===== config.mk =====
export PLATFORM = sky130hd
export DESIGN_NAME = intc_elev
export DESIGN_NICKNAME = d
export VERILOG_FILES = /design/src/rtl/intc_pkg.sv /design/src/rtl/intc_sync.sv /design/src/rtl/intc_prio.sv /design/src/rtl/intc_regs.sv /design/src/rtl/intc_elev.sv
export SDC_FILE = /design/constraint.sdc
export NUM_CORES = 1
export LEC_CHECK = 0
export CORE_ASPECT_RATIO = 1.1
export CORE_UTILIZATION = 35
export CTS_CLUSTER_SIZE = 24
export DETAILED_ROUTE_END_ITERATION = 7
export SETUP_SLACK_MARGIN = 0.3
export SYNTH_ARGS = -nofsm -noshare
export SYNTH_HDL_FRONTEND = slang
export SYNTH_SLANG_ARGS = --single-unit

===== constraint.sdc =====
create_clock -name clk_i -period 3.1 [get_ports clk_i]
set_clock_uncertainty 0.1 [all_clocks]
set_input_delay 0.62 -clock clk_i [delete_from_list [all_inputs] [get_ports clk_i]]
set_output_delay 0.62 -clock clk_i [all_outputs]
set_load 0.1 [all_outputs]

===== src/rtl/intc_pkg.sv =====
package intc_pkg;
  localparam int unsigned SRC_W = 32;
  localparam int unsigned IDX_W = $clog2(SRC_W);
  localparam int unsigned VEC_W = 7;
  localparam int unsigned ADDR_W = 3;
  localparam logic [SRC_W-1:0] FORCED_MASK = 32'hE000_0007;
  localparam logic [31:0] CTRL_MASK = 32'h0001_CFFF;
  localparam int unsigned CTRL_EN_BIT = 15;
  localparam int unsigned CTRL_SEL_LO = 7;

  typedef enum logic [ADDR_W-1:0] {
    ADDR_SRC   = 3'd0,
    ADDR_NEN   = 3'd1,
    ADDR_FEN   = 3'd2,
    ADDR_NPEND = 3'd3,
    ADDR_FPEND = 3'd4,
    ADDR_CTRL  = 3'd5
  } reg_addr_e;
endpackage


===== src/rtl/intc_sync.sv =====
module intc_sync #(
  parameter int unsigned W = 32
) (
  input  logic         clk_i,
  input  logic         rst_ni,
  input  logic [W-1:0] d_i,
  output logic [W-1:0] q_o
);
  logic [W-1:0] s1_q, s2_q;

  always_ff @(posedge clk_i or negedge rst_ni) begin
    if (!rst_ni) begin
      s1_q <= '0;
      s2_q <= '0;
    end else begin
      s1_q <= d_i;
      s2_q <= s1_q;
    end
  end

  assign q_o = s2_q;
endmodule


===== src/rtl/intc_prio.sv =====
module intc_prio #(
  parameter int unsigned W = 32,
  localparam int unsigned IW = $clog2(W)
) (
  input  logic [W-1:0]  act_i,
  output logic          valid_o,
  output logic [IW-1:0] idx_o
);
  // ascending scan: last hit is highest index
  always_comb begin
    valid_o = 1'b0;
    idx_o   = '0;
    for (int i = 0; i < int'(W); i++) begin
      if (act_i[i]) begin
        valid_o = 1'b1;
        idx_o   = IW'(i);
      end
    end
  end
endmodule


===== src/rtl/intc_regs.sv =====
module intc_regs
  import intc_pkg::*;
(
  input  logic              clk_i,
  input  logic              rst_ni,
  input  logic              wr_i,
  input  logic [ADDR_W-1:0] addr_i,
  input  logic [31:0]       wdata_i,
  input  logic [SRC_W-1:0]  src_i,
  input  logic [IDX_W:0]    npend_i,
  input  logic [IDX_W:0]    fpend_i,
  output logic [SRC_W-1:0]  nen_o,
  output logic [SRC_W-1:0]  fen_o,
  output logic [31:0]       ctrl_o,
  output logic [31:0]       rdata_o
);
  logic [SRC_W-1:0] nen_q, fen_q;
  logic [31:0]      ctrl_q;

  always_ff @(posedge clk_i or negedge rst_ni) begin
    if (!rst_ni) begin
      nen_q  <= '0;
      fen_q  <= '0;
      ctrl_q <= '0;
    end else if (wr_i) begin
      case (addr_i)
        ADDR_NEN:  nen_q  <= wdata_i[SRC_W-1:0];
        ADDR_FEN:  fen_q  <= wdata_i[SRC_W-1:0];
        ADDR_CTRL: ctrl_q <= wdata_i & CTRL_MASK;
        default: ;
      endcase
    end
  end

  always_comb begin
    case (addr_i)
      ADDR_SRC:   rdata_o = 32'(src_i);
      ADDR_NEN:   rdata_o = 32'(nen_q);
      ADDR_FEN:   rdata_o = 32'(fen_q);
      ADDR_NPEND: rdata_o = 32'(npend_i);
      ADDR_FPEND: rdata_o = 32'(fpend_i);
      ADDR_CTRL:  rdata_o = ctrl_q;
      default:    rdata_o = '0;
    endcase
  end

  assign nen_o  = nen_q;
  assign fen_o  = fen_q;
  assign ctrl_o = ctrl_q;
endmodule


===== src/rtl/intc_elev.sv =====
module intc_elev
  import intc_pkg::*;
(
  input  logic              clk_i,
  input  logic              rst_ni,
  input  logic              wr_i,
  input  logic [ADDR_W-1:0] addr_i,
  input  logic [31:0]       wdata_i,
  output logic [31:0]       rdata_o,
  input  logic [SRC_W-1:0]  irq_i,
  output logic              norm_req_o,
  output logic              fast_req_o,
  output logic              promo_o,
  output logic [VEC_W-1:0]  vec_o
);
  logic [SRC_W-1:0] sync_q, src, nen, fen;
  logic [31:0]      ctrl;
  logic [IDX_W:0]   npend, fpend;
  logic [IDX_W-1:0] sel;

  intc_sync #(.W(SRC_W)) u_sync (
    .clk_i(clk_i), .rst_ni(rst_ni), .d_i(irq_i), .q_o(sync_q)
  );

  assign src = sync_q | FORCED_MASK;

  intc_regs u_regs (
    .clk_i(clk_i), .rst_ni(rst_ni), .wr_i(wr_i), .addr_i(addr_i),
    .wdata_i(wdata_i), .src_i(src), .npend_i(npend), .fpend_i(fpend),
    .nen_o(nen), .fen_o(fen), .ctrl_o(ctrl), .rdata_o(rdata_o)
  );

  intc_prio #(.W(SRC_W)) u_nprio (
    .act_i(src & nen), .valid_o(npend[IDX_W]), .idx_o(npend[IDX_W-1:0])
  );

  intc_prio #(.W(SRC_W)) u_fprio (
    .act_i(src & fen), .valid_o(fpend[IDX_W]), .idx_o(fpend[IDX_W-1:0])
  );

  assign norm_req_o = |(src & nen);
  assign fast_req_o = |(src & fen);

  assign sel     = ctrl[CTRL_SEL_LO +: IDX_W];
  assign promo_o = ctrl[CTRL_EN_BIT] & src[sel] & fen[sel];

  always_comb begin
    if (promo_o)             vec_o = ctrl[VEC_W-1:0];
    else if (fpend[IDX_W])   vec_o = {2'b10, fpend[IDX_W-1:0]};
    else if (npend[IDX_W])   vec_o = {2'b01, npend[IDX_W-1:0]};
    else                     vec_o = '0;
  end
endmodule


* Word level (Yosys, flattened, before mapping)
Cells that the tools add are included.
Word-level totals: bits in registers 137, input port bits 70, output and inout bits 42, logic and storage cells 155
Operators by class: $lt $le $gt $ge 1, equality and inequality tests 5, multiplexer cells 134, bitwise gates (word level) 4, reduce and logical (&&, ||, !) cells 6
Operators by type and width (number):
- 32-bit one-hot mux with 6 select lines | 1
- 5-bit two-way mux | 32
- 1-bit two-way mux | 68
- 32-bit bitwise AND | 2
- 4-bit two-way mux | 16
- 32-bit OR reduction | 2
- 3-bit two-way mux | 8
- 7-bit two-way mux | 2
- 1-bit binary-select mux with 5-bit select | 2
- 2-bit two-way mux | 4
- 3-bit by 2-bit == test with 1-bit output (second input constant) | 2
- 3-bit == test (second input constant) | 2
- 5-bit by 6-bit < comparator with 1-bit output (second input constant) | 1
- 6-bit two-way mux | 1
- 2-bit AND reduction | 3
- 3-bit by 1-bit == test with 1-bit output (second input constant) | 1
- 3-bit zero test | 1
- 1-bit bitwise AND | 2

* Depth between registers and ports, before layout
Gate-level depths: netlist of run 1.
depth after elaboration 36, depth in mapped cells 8

* Cells and area by module
Synthesis of run 1 repeated with hierarchy kept, for this count alone.
Second synthesis, totals: cells, all modules 699, area, all modules 7644.8 um2
Modules (own cells, without submodules):
- intc_regs | instances 1, cells an instance 352, area an instance 4330.4 um2, seq. area each 1976.9 um2
- intc_sync | instances 1, cells an instance 64, area an instance 1601.5 um2, seq. area each 1601.5 um2
- intc_elev | instances 1, cells an instance 159, area an instance 997.2 um2, seq. area each 0.0 um2
- intc_prio | instances 2, cells an instance 62, area an instance 357.8 um2, seq. area each 0.0 um2

* Worst setup path before layout of run 1
No wires, ideal clock.
kind reg2out, start reg u_regs.ctrl_q[7] (netlist: u_regs.ctrl_o[7]), end out vec_o[1], arrival 4.535 ns, required time 2.380 ns, slack -2.155 ns, stages on the path, launching flop included 9, path buffers 1, cells stage by stage dfrtp_1 -> clkbuf_8 -> nand3_1 -> o21ai_0 -> a2111oi_1 -> a2111oi_4 -> nor2_2 -> inv_1 -> o311ai_1
On the way: cells in the longest elaborated chain, start to end 5
RTL lines:
- from (decl) | line intc_regs.sv:18 | logic [31:0] ctrl_q;
- from (signal assigned) | line intc_regs.sv:29 | ADDR_CTRL: ctrl_q <= wdata_i & CTRL_MASK;
- 1-bit binary-select mux with 5-bit select | line intc_elev.sv:45 | assign promo_o = ctrl[CTRL_EN_BIT] & src[sel] & fen[sel];
- 1-bit two-way mux (implied by the code) | line intc_elev.sv:45
- 1-bit bitwise AND | line intc_elev.sv:45
- 1-bit bitwise AND (*) | line intc_elev.sv:45
- named net promo_o | line intc_elev.sv:13 | output logic promo_o,
- 7-bit two-way mux (*) | line intc_elev.sv:48 | if (promo_o) vec_o = ctrl[VEC_W-1:0];
- to (decl) | line intc_elev.sv:14 | output logic [VEC_W-1:0] vec_o
Mark *: on every way through the listed nets, which the timed path passes. The rest lies on a longest branch. The select of a mux whose other input is x is not followed.

* Worst setup path after layout of run 1
start reg u_regs.ctrl_q[7] (netlist: u_regs.ctrl_o[7]), end out vec_o[6]
On the way: cells in the longest elaborated chain, start to end 5
RTL lines (line):
- 1-bit binary-select mux with 5-bit select | intc_elev.sv:45
- 1-bit two-way mux (implied by the code) | intc_elev.sv:45
- 1-bit bitwise AND | intc_elev.sv:45
- 1-bit bitwise AND (*) | intc_elev.sv:45
- 7-bit two-way mux (*) | intc_elev.sv:48
Mark *: on every way between the ends. The rest lies on a longest branch, timed or not. The select of a mux whose other input is x is not followed.

==> results of run 1 <==
-- per-layer routing --
metal | GRT usage [%] | part of all wire [%]
met4 | 9.43 | 2.2
met2 | 38.2 | 50
met1 | 30.3 | 43
met3 | 5.00 | 5.0
met5 | 0 | 0
-- power by group --
part / leakage (nW) / internal (mW) / switching [mW] / total, mW
Combinational: 2.47 / 1.29 / 1.64 / 2.94
Clock: 0.302 / 1.37 / 0.780 / 2.15
Sequential: 1.55 / 1.97 / 0.291 / 2.26
Total: 4.32 / 4.64 / 2.72 / 7.35
-- worst paths after layout --
kind                                  start                to  slack [ns]  cells past startpoint
setup / recovery           u_regs.ctrl_o[7]          vec_o[6]       -0.39                      9
hold / removal              u_sync.s1_q[22]    u_sync.q_o[22]        0.25                      0
setup reg to reg           u_regs.nen_o[29]  u_regs.nen_o[29]        2.04                      2
hold reg to reg             u_sync.s1_q[22]    u_sync.q_o[22]        0.25                      0
max in group asynchronous            rst_ni  u_regs.fen_o[22]        1.57                      3
min in group asynchronous            rst_ni   u_regs.nen_o[2]        0.50                      2
-- synth_stat cells (all sizes together), types with 3 or more instances --
cell type / n / area [µm²]
a21oi: 54 / 270
mux4: 6 / 135
o211ai: 8 / 60.1
dfrtp: 131 / 3280
and4: 4 / 37.5
mux2i: 29 / 290
mux2: 73 / 822
a211oi: 4 / 30.0
a32o: 5 / 50.1
a222oi: 6 / 60.1
inv: 12 / 45.0
a221o: 3 / 30.0
o21ai: 31 / 155
a2111oi: 3 / 46.3
a22oi: 16 / 120
and2: 9 / 56.3
o2111ai: 4 / 35.0
nand3: 18 / 90.1
nor3: 4 / 25.0
nand2b: 5 / 31.3
clkbuf: 17 / 93.8
a22o: 10 / 88.8
nand4: 6 / 37.5
a31oi: 3 / 18.8
buf: 12 / 61.3
nor2: 50 / 190
nand2: 60 / 228
-- logic make-up (layout without fill, tap and decap cells) --
group                  after synthesis  after routing
AOI/OAI and AO/OA                  167            167
buffers and inverters               42            258
DFF                                131            131
muxes                              108            108
and+or+nand+nor                    166            166
-- what timing repair did --
item	4_1_cts	5_1_grt
pin swaps	33	37
endpoints found under the hold margin	13	0
hold buffers	1	0
gates resized for setup	49	39
endpoints found under the setup margin	40	17
buffers inserted	16	11
cloned	0	0
-- through the flow --
stage               setup TNS (ns)  hold slack, ns  total power, mW
floorplan                    -2.35           0.224             3.88
global placement           -0.0342           0.232             4.91
detailed placement         -0.0556           0.236             4.96
CTS                          -3.62           0.248             7.25
global route                 -4.73           0.251             7.65
finish                       -3.54           0.246             7.35
-- layout make-up --
class | instances | share of cell area, %
Multi-Input combinational cell | 441 | 35.9
Timing Repair Buffer | 213 | 23.0
Sequential cell | 131 | 31.5
Inverter | 13 | 0.529
Clock inverter | 11 | 1.69
Clock buffer | 21 | 4.33
Tap cell | 243 | 2.92
-- registers in the layout, indices dropped and copies added (netlist names) --
| register | count |
|---|---|
| u_regs.fen_o | 32 |
| u_regs.ctrl_o | 15 |
| u_sync.q_o | 26 |
| u_sync.s1_q | 26 |
| u_regs.nen_o | 32 |
-- worst reg2reg max path: cells and delay by family, from the launching register on --
kind | cells | cell delay, ns
buffers and inverters | 1 | 0.17
multiplexers | 1 | 0.26
flip-flops | 1 | 0.42
==> flow_metrics.tcl, run 1 <==
set metrics [dict create \
    dr_total_vias 6023 \
    grt_setup_unrepaired "true" \
    gp_congestion 0.944 \
    min_path_type "reg -> reg" \
    final_util_pct 56.4 \
    dp_hpwl_um 16100 \
    ir_drop_v 0.000458 \
    pre_cts_ws_ns -0.0522 \
    clk_pin_slew_worst_paths_ns 0.06 \
    period_minus_slack_ns 3.49 \
    portBuffers 105 \
    syn_inst 614 \
    crit_arrival_ns 2.77 \
    track_usage_pct 23.5 \
    cpLargestDelayFamily "compound AO/OA/AOI/OAI gates" \
    async_reset_ff_share_pct 100 \
    synth_ff_type "dfrtp_1" \
    setup_viol 13 \
    tightest_slew_ns 0.594 \
    critPathKind "reg -> out" \
    io_pins 112 \
    drc 0 \
    synth.mux.area_fraction_pct 18.8 \
    initial_core_util_pct 35.9 \
    dr.pass1.iters 5 \
    core_area_um2 18500 \
    crit_buf_inv 4 \
    totalWireLength_um 22000 \
    overflow 0 \
    cp_data_required_time_ns 2.38 \
    syn_area_per_cell_um2 10.8 \
    powerDensity_nw_per_um2 706 \
    num_antenna_cells 0 \
    die_area_um2 19500 \
    outcome "finished, violations left" \
    placed_area_um2 9230 \
    antenna_found_initial 0 \
    die_x_um 133 \
    fin_ws_ns -0.389 \
    crit_path_max_incr_delay_ns 0.49 \
    clock_latency_ns 0.42 \
    yosys.area_share.simple_pct 11.7 \
    synth_fp_nets 684 \
    drv_slew 0 \
    cp-end-kind "output pin" \
    synth_compound_area_share_pct 17.1 \
    cts.sink_count 131 \
    ys_types 63 \
    crit_slowest_cell "mux4_2" \
    crit_path_start_kind "register" \
    multi_input_area_um2 3740 \
    violations "setup timing" \
    fmax_ghz 0.287 \
    critPathMaxFanout 3 \
    clock_path_buffers 2 \
    synthXorXnorAreaFrac_pct 0 \
    finalHoldViolations 0 \
    dp_cells 1013 \
    die_height_um 146 \
    maxSlewHeadroom_pct 60.1 \
    syn_area_um2 6640 \
    path_cells "buf_6, mux4_2, and3_4, a2111oi_4, nor2_4, buf_6, buf_6, o21a_4, buf_12" \
    fin_nets 887 \
    fin_crit_sh_pct 113 \
    crit_top_cell "buf_6" \
    fin_area_um2 10400 \
    area_growth_pct 56.9 \
    synth_fa_ha_area_share_pct 0 \
    layout_commonest_cell "dfrtp_1" \
    maxCapViolCount 0 \
    fillCellCount 1546 \
    cts_buffers 17 \
    first_global_vias 6316 \
    grt_max_degree 77 \
    synth_top_family_by_area "multiplexers" \
    cts_root_buf "clkbuf_16" \
    via_per_inst 5.61 \
    antenna_left 0 \
    ys_ff_latch 131 \
    ys_warn_count 0 \
    htreeDepth 4 \
    wl_per_cell_um 20.5 \
    synth_edf_count 0 \
    layout-drive-gt1-share_pct 43.5 \
    regArea_um2 3280 \
    fin_cells 1073 \
    rows 52 \
    grt_pass1_wl_um 35000 \
    cts_tree "yes" \
    drt-initial-drc-count 453 \
    ys_seq_area_share_pct 49.4 \
    final_cell_mix "126 x dfrtp_1, 81 x buf_4, 73 x mux2_2" \
    leakagePower_nw 4.32 \
]
Power figures use the tool's default switching activity.
==> inputs of run 2 (changes only) <==
Settings changed: GPL_ROUTABILITY_DRIVEN set to 0.
==> run 2 against run 1 <==
- the run still ends with setup timing left
- combinational power about the same
- non-clock buffer count decreased by 16
- flip-flop and latch count unchanged
- die area unchanged
- critical path depth decreased by 2
- sequential power about the same
- largest power group unchanged
==> flow_metrics.tcl, run 2 (same netlist as run 1, synthesis figures left out) <==
set metrics [dict create \
    outcome "finished, violations left" \
    violations "setup timing" \
    die_x_um 133 \
    maxCapViolCount 0 \
    via_per_inst 5.52 \
    fin_area_um2 10300 \
    crit_path_max_incr_delay_ns 0.50 \
    endpoint "vec_o[2]" \
    tightest_slew_ns 0.596 \
    layout_commonest_cell "dfrtp_1" \
    final_cell_mix "129 x dfrtp_1, 76 x buf_4, 72 x mux2_2" \
    crit_buf_inv 2 \
    dr.pass1.iters 5 \
    maxSlewHeadroom_pct 60.0 \
    htreeDepth 4 \
    finalHoldViolations 0 \
    dp_cells 1007 \
    fin_ws_ns -0.409 \
    intPower_mw 4.66 \
    switching_share_pct 36.7 \
    io_pins 112 \
    rr_endpoint "u_regs.nen_o[28]" \
    crit_path_start_kind "register" \
    cts.sink_count 131 \
    seq_power_share_pct 30.6 \
    regToRegStartpoint "u_regs.nen_o[28]" \
    portBuffers 105 \
    track_usage_pct 22.7 \
    totalWireLength_um 21400 \
    layout-drive-gt1-share_pct 41.0 \
    overflow 0 \
    num_antenna_cells 0 \
    period_minus_slack_ns 3.51 \
    cp-end-kind "output pin" \
    r2r_slack_ns 1.95 \
    cp_data_required_time_ns 2.38 \
    drc 0 \
    grt_pass1_wl_um 34000 \
    rows 52 \
    cts_tree "yes" \
    min_path_type "reg -> reg" \
    dr_total_vias 5838 \
    p_sw_mw 2.70 \
    fin_crit_sh_pct 113 \
    cts_root_buf "clkbuf_16" \
    initial_core_util_pct 35.9 \
    clock_path_buffers 2 \
    grt_setup_unrepaired "true" \
    area_growth_pct 54.4 \
    die_height_um 146 \
    drv_slew 0 \
    final_util_pct 55.5 \
    cp.depth 7 \
    critPathKind "reg -> out" \
    first_global_vias 6095 \
    crit_start "u_regs.ctrl_o[7]" \
    leakagePower_nw 4.23 \
    fin_nets 871 \
    fillCellCount 1548 \
    fin_cells 1057 \
    grt_max_degree 74 \
    critPathMaxFanout 3 \
    antenna_left 0 \
    wl_per_cell_um 20.2 \
    drt-initial-drc-count 502 \
    die_area_um2 19500 \
    path_cells "inv_2, mux4_2, a22o_1, a2111o_1, a21boi_1, a221o_2, buf_12" \
    cpLargestDelayFamily "compound AO/OA/AOI/OAI gates" \
    crit_slowest_cell "mux4_2" \
    rr_worst_depth 3 \
    power_mw 7.36 \
    dp_hpwl_um 15900 \
    clock_latency_ns 0.43 \
    placed_area_um2 9220 \
    powerDensity_nw_per_um2 718 \
    core_area_um2 18500 \
    setup_tns_ns -3.61 \
    comb_power_share_pct 39.6 \
    setup_viol 13 \
    ir_drop_v 0.000437 \
    clk_pin_slew_worst_paths_ns 0.06 \
    fmax_ghz 0.285 \
    antenna_found_initial 0 \
    p_clk_share_pct 29.8 \
    cts_buffers 17 \
    crit_arrival_ns 2.79 \
]
## run 2: cell types whose count changed in the layout (fill, tap and decap cells not counted), moves of 3 or more
cell / previous run / this run
a22oi_2: 9 / 4
a22o_4: 3 / 0
a22oi_1: 7 / 12
buf_12: 45 / 49
dfrtp_2: 5 / 2
dfrtp_1: 126 / 129
buf_4: 81 / 76
clkinv_4: 4 / 1
buf_6: 24 / 8
a21oi_1: 48 / 51
## run 2: power by group through the flow
stage | logic (mW) | registers [mW] | clock network (mW)
floorplan | 1.69 | 2.19 | 0
global placement | 2.65 | 2.25 | 0
detailed placement | 2.69 | 2.26 | 0
CTS | 2.87 | 2.25 | 2.21
global route | 3.05 | 2.29 | 2.29
finish | 2.92 | 2.25 | 2.19
## run 2: worst register-to-register path, delay by kind of cell, from the launching register on
family	cells	cell delay, ns
buffers and inverters	2	0.28
DFF	1	0.41
muxes	1	0.25
## run 2: metal layers
metal / part of all wire, % / track usage, %
met5: 0 / 0
met2: 50 / 37.4
met4: 2.0 / 8.69
met3: 5.1 / 4.31
met1: 43 / 29.4
## run 2: how the worst min path moves through the flow
| stage | start | endpoint | slack, ns | cells past startpoint |
|---|---|---|---|---|
| 5_1_grt | u_sync.s1_q[21] | u_sync.q_o[21] | 0.25 | 0 |
| 3_3_place_gp | u_sync.s1_q[4] | u_sync.q_o[4] | 0.23 | 0 |
| 6_report | u_sync.s1_q[3] | u_sync.q_o[3] | 0.25 | 0 |
| 3_5_place_dp | u_sync.s1_q[11] | u_sync.q_o[11] | 0.24 | 0 |
| 4_1_cts | u_sync.s1_q[11] | u_sync.q_o[11] | 0.25 | 0 |
| 2_1_floorplan | rst_ni | u_regs.ctrl_o[0] | 0.22 | 0 |
## run 2: layout make-up
class / instances / area [µm²] / share of cell area (%)
Multi-Input combinational cell: 441 / 3690 / 36.0
Sequential cell: 131 / 3280 / 32.0
Timing Repair Buffer: 197 / 2280 / 22.2
Clock buffer: 21 / 470 / 4.59
Tap cell: 243 / 304 / 2.97
Clock inverter: 11 / 174 / 1.70
Inverter: 13 / 55.1 / 0.537
## run 2: repair_timing
action | 4_1_cts | 5_1_grt
endpoints found under the hold margin | 14 | 0
pin swaps | 26 | 13
setup endpoints to repair | 40 | 16
buffers inserted | 13 | 4
gates resized for setup | 40 | 18
hold buffers | 1 | 0
## run 2: per-stage QoR
step | setup WS [ns] | hold WS [ns]
global placement | -0.0689 | 0.235
global route | -0.467 | 0.252
floorplan | -0.768 | 0.224
detailed placement | -0.0596 | 0.236
CTS | -0.378 | 0.248
finish | -0.409 | 0.247
==> inputs of run 3 (changes only) <==
Settings changed: PLACE_DENSITY_LB_ADDON set to 0.08.
==> run 3 against run 2 <==
- die area unchanged
- via count is 2.3% higher
- final cell count increased by 0.66%
- the run still ends with setup timing left
- maximum frequency is 0.61% higher
- core utilization rose by 0.42 points
- non-clock buffer count is 8 higher
- largest power group unchanged
- final area grew 0.76%
- critical path depth is 1 higher
- sequential share of layout area down 0.22 points
- sequential power about the same
- combinational power about the same
- critical path type unchanged
- power shrank 0.10%
==> flow_metrics.tcl, run 3 (same netlist as run 1, synthesis figures left out) <==
set metrics [dict create \
    outcome "finished, violations left" \
    violations "setup timing" \
    track_usage_pct 23.9 \
    p_clk_share_pct 29.5 \
    cp_data_required_time_ns 2.38 \
    first_global_vias 6170 \
    clock_path_buffers 2 \
    num_antenna_cells 0 \
    rr_worst_depth 2 \
    period_minus_slack_ns 3.49 \
    fin_nets 879 \
    drc 0 \
    cts_hold_buf 0 \
    dr_total_vias 5974 \
    dp_hpwl_um 16000 \
    fin_ws_ns -0.387 \
    pre_cts_ws_ns -0.0592 \
    crit_start "u_regs.nen_o[28]" \
    rows 52 \
    area_growth_pct 55.6 \
    crit_path_start_kind "register" \
    setup_viol 15 \
    antenna_left 0 \
    layout-drive-gt1-share_pct 43.7 \
    tightest_slew_ns 0.727 \
    regToRegStartpoint "u_regs.ctrl_o[11]" \
    critPathKind "reg -> out" \
    r2r_slack_ns 2.03 \
    final_cell_mix "127 x dfrtp_1, 79 x buf_4, 73 x mux2_2" \
    fin_crit_sh_pct 112 \
    cp-end-kind "output pin" \
    clk_pin_slew_worst_paths_ns 0.06 \
    min_path_type "in -> async" \
    fmax_ghz 0.287 \
    io_pins 112 \
    ir_drop_v 0.000439 \
    placed_area_um2 9270 \
    cts_tree "yes" \
    wl_per_cell_um 21.2 \
    comb_power_share_pct 39.8 \
    die_height_um 146 \
    dr.pass1.iters 6 \
    cts_root_buf "clkbuf_16" \
    via_per_inst 5.61 \
    leakagePower_nw 4.28 \
    grt_max_degree 132 \
    crit_arrival_ns 2.77 \
    drv_slew 0 \
    die_x_um 133 \
    die_area_um2 19500 \
    cts_buffers 17 \
    antenna_found_initial 0 \
    switching_share_pct 36.9 \
    drt-initial-drc-count 443 \
    grt_setup_unrepaired "true" \
    fin_area_um2 10300 \
    htreeDepth 4 \
    overflow 0 \
    totalWireLength_um 22500 \
    maxSlewHeadroom_pct 51.6 \
    core_area_um2 18500 \
    p_sw_mw 2.71 \
    final_util_pct 55.9 \
    critPathMaxFanout 4 \
    maxCapViolCount 0 \
    layout_commonest_cell "dfrtp_1" \
    clock_latency_ns 0.42 \
    power_mw 7.35 \
    finalHoldViolations 0 \
    intPower_mw 4.64 \
    holdWs_ns 0.198 \
    cts.sink_count 131 \
    seq_power_share_pct 30.7 \
    portBuffers 105 \
    grt_pass1_wl_um 35300 \
    initial_core_util_pct 35.9 \
    powerDensity_nw_per_um2 712 \
]
run 3: metal layers:
metal,up-vias,part of all wire (%),track usage [%]
li1,2689,-,-
met1,3034,44,32.0
met4,0,2.2,7.90
met3,37,5.0,4.51
met5,-,0,0
met2,214,49,38.8
run 3: metrics by stage:
step / TNS (ns) / cells
after floorplan: -2.35 / 614
after global placement: -0.0645 / 1015
final: -3.77 / 1064
after global routing: -5.05 / 1064
after detailed placement: -0.109 / 1015
after CTS: -3.95 / 1056
run 3: path summary, 6_finish.rpt:
kind	end
min in group clk_i	u_sync.q_o[15]
hold reg to reg	u_sync.q_o[15]
hold / removal	u_sync.s1_q[26]
setup / recovery	vec_o[2]
setup reg to reg	u_regs.ctrl_o[11]
max in group asynchronous	u_sync.q_o[12]
run 3: final cells by class:
class                   count  area [µm²]
fillers                  1601        8150
multi-input cells         441        3720
flip-flops and latches    131        3280
repair buffers            205        2340
clock buffers              20         457
well taps                 243         304
clock inverters            11         176
inverters                  13        56.3
run 3: what timing repair did:
| item | 4_1_cts | 5_1_grt |
|---|---|---|
| endpoints found under the setup margin | 42 | 24 |
| pin swaps | 28 | 27 |
| setup buffers | 10 | 8 |
| resized for setup | 46 | 33 |
run 3: worst max-delay path, cell delays in order, from the launching register on:
cell	delay (ns)
dfrtp_1	0.41
a2111oi_4	0.38
buf_4	0.19
nand4_1	0.07
buf_4	0.17
and4bb_2	0.29
and4b_2	0.27
a221o_2	0.39
buf_12	0.18
run 3: power groups by stage:
stage | clock network (mW) | logic [mW] | registers [mW]
floorplan | 0 | 1.69 | 2.19
global placement | 0 | 2.69 | 2.24
detailed placement | 0 | 2.72 | 2.26
CTS | 2.20 | 2.84 | 2.24
global route | 2.28 | 3.07 | 2.30
finish | 2.17 | 2.93 | 2.26
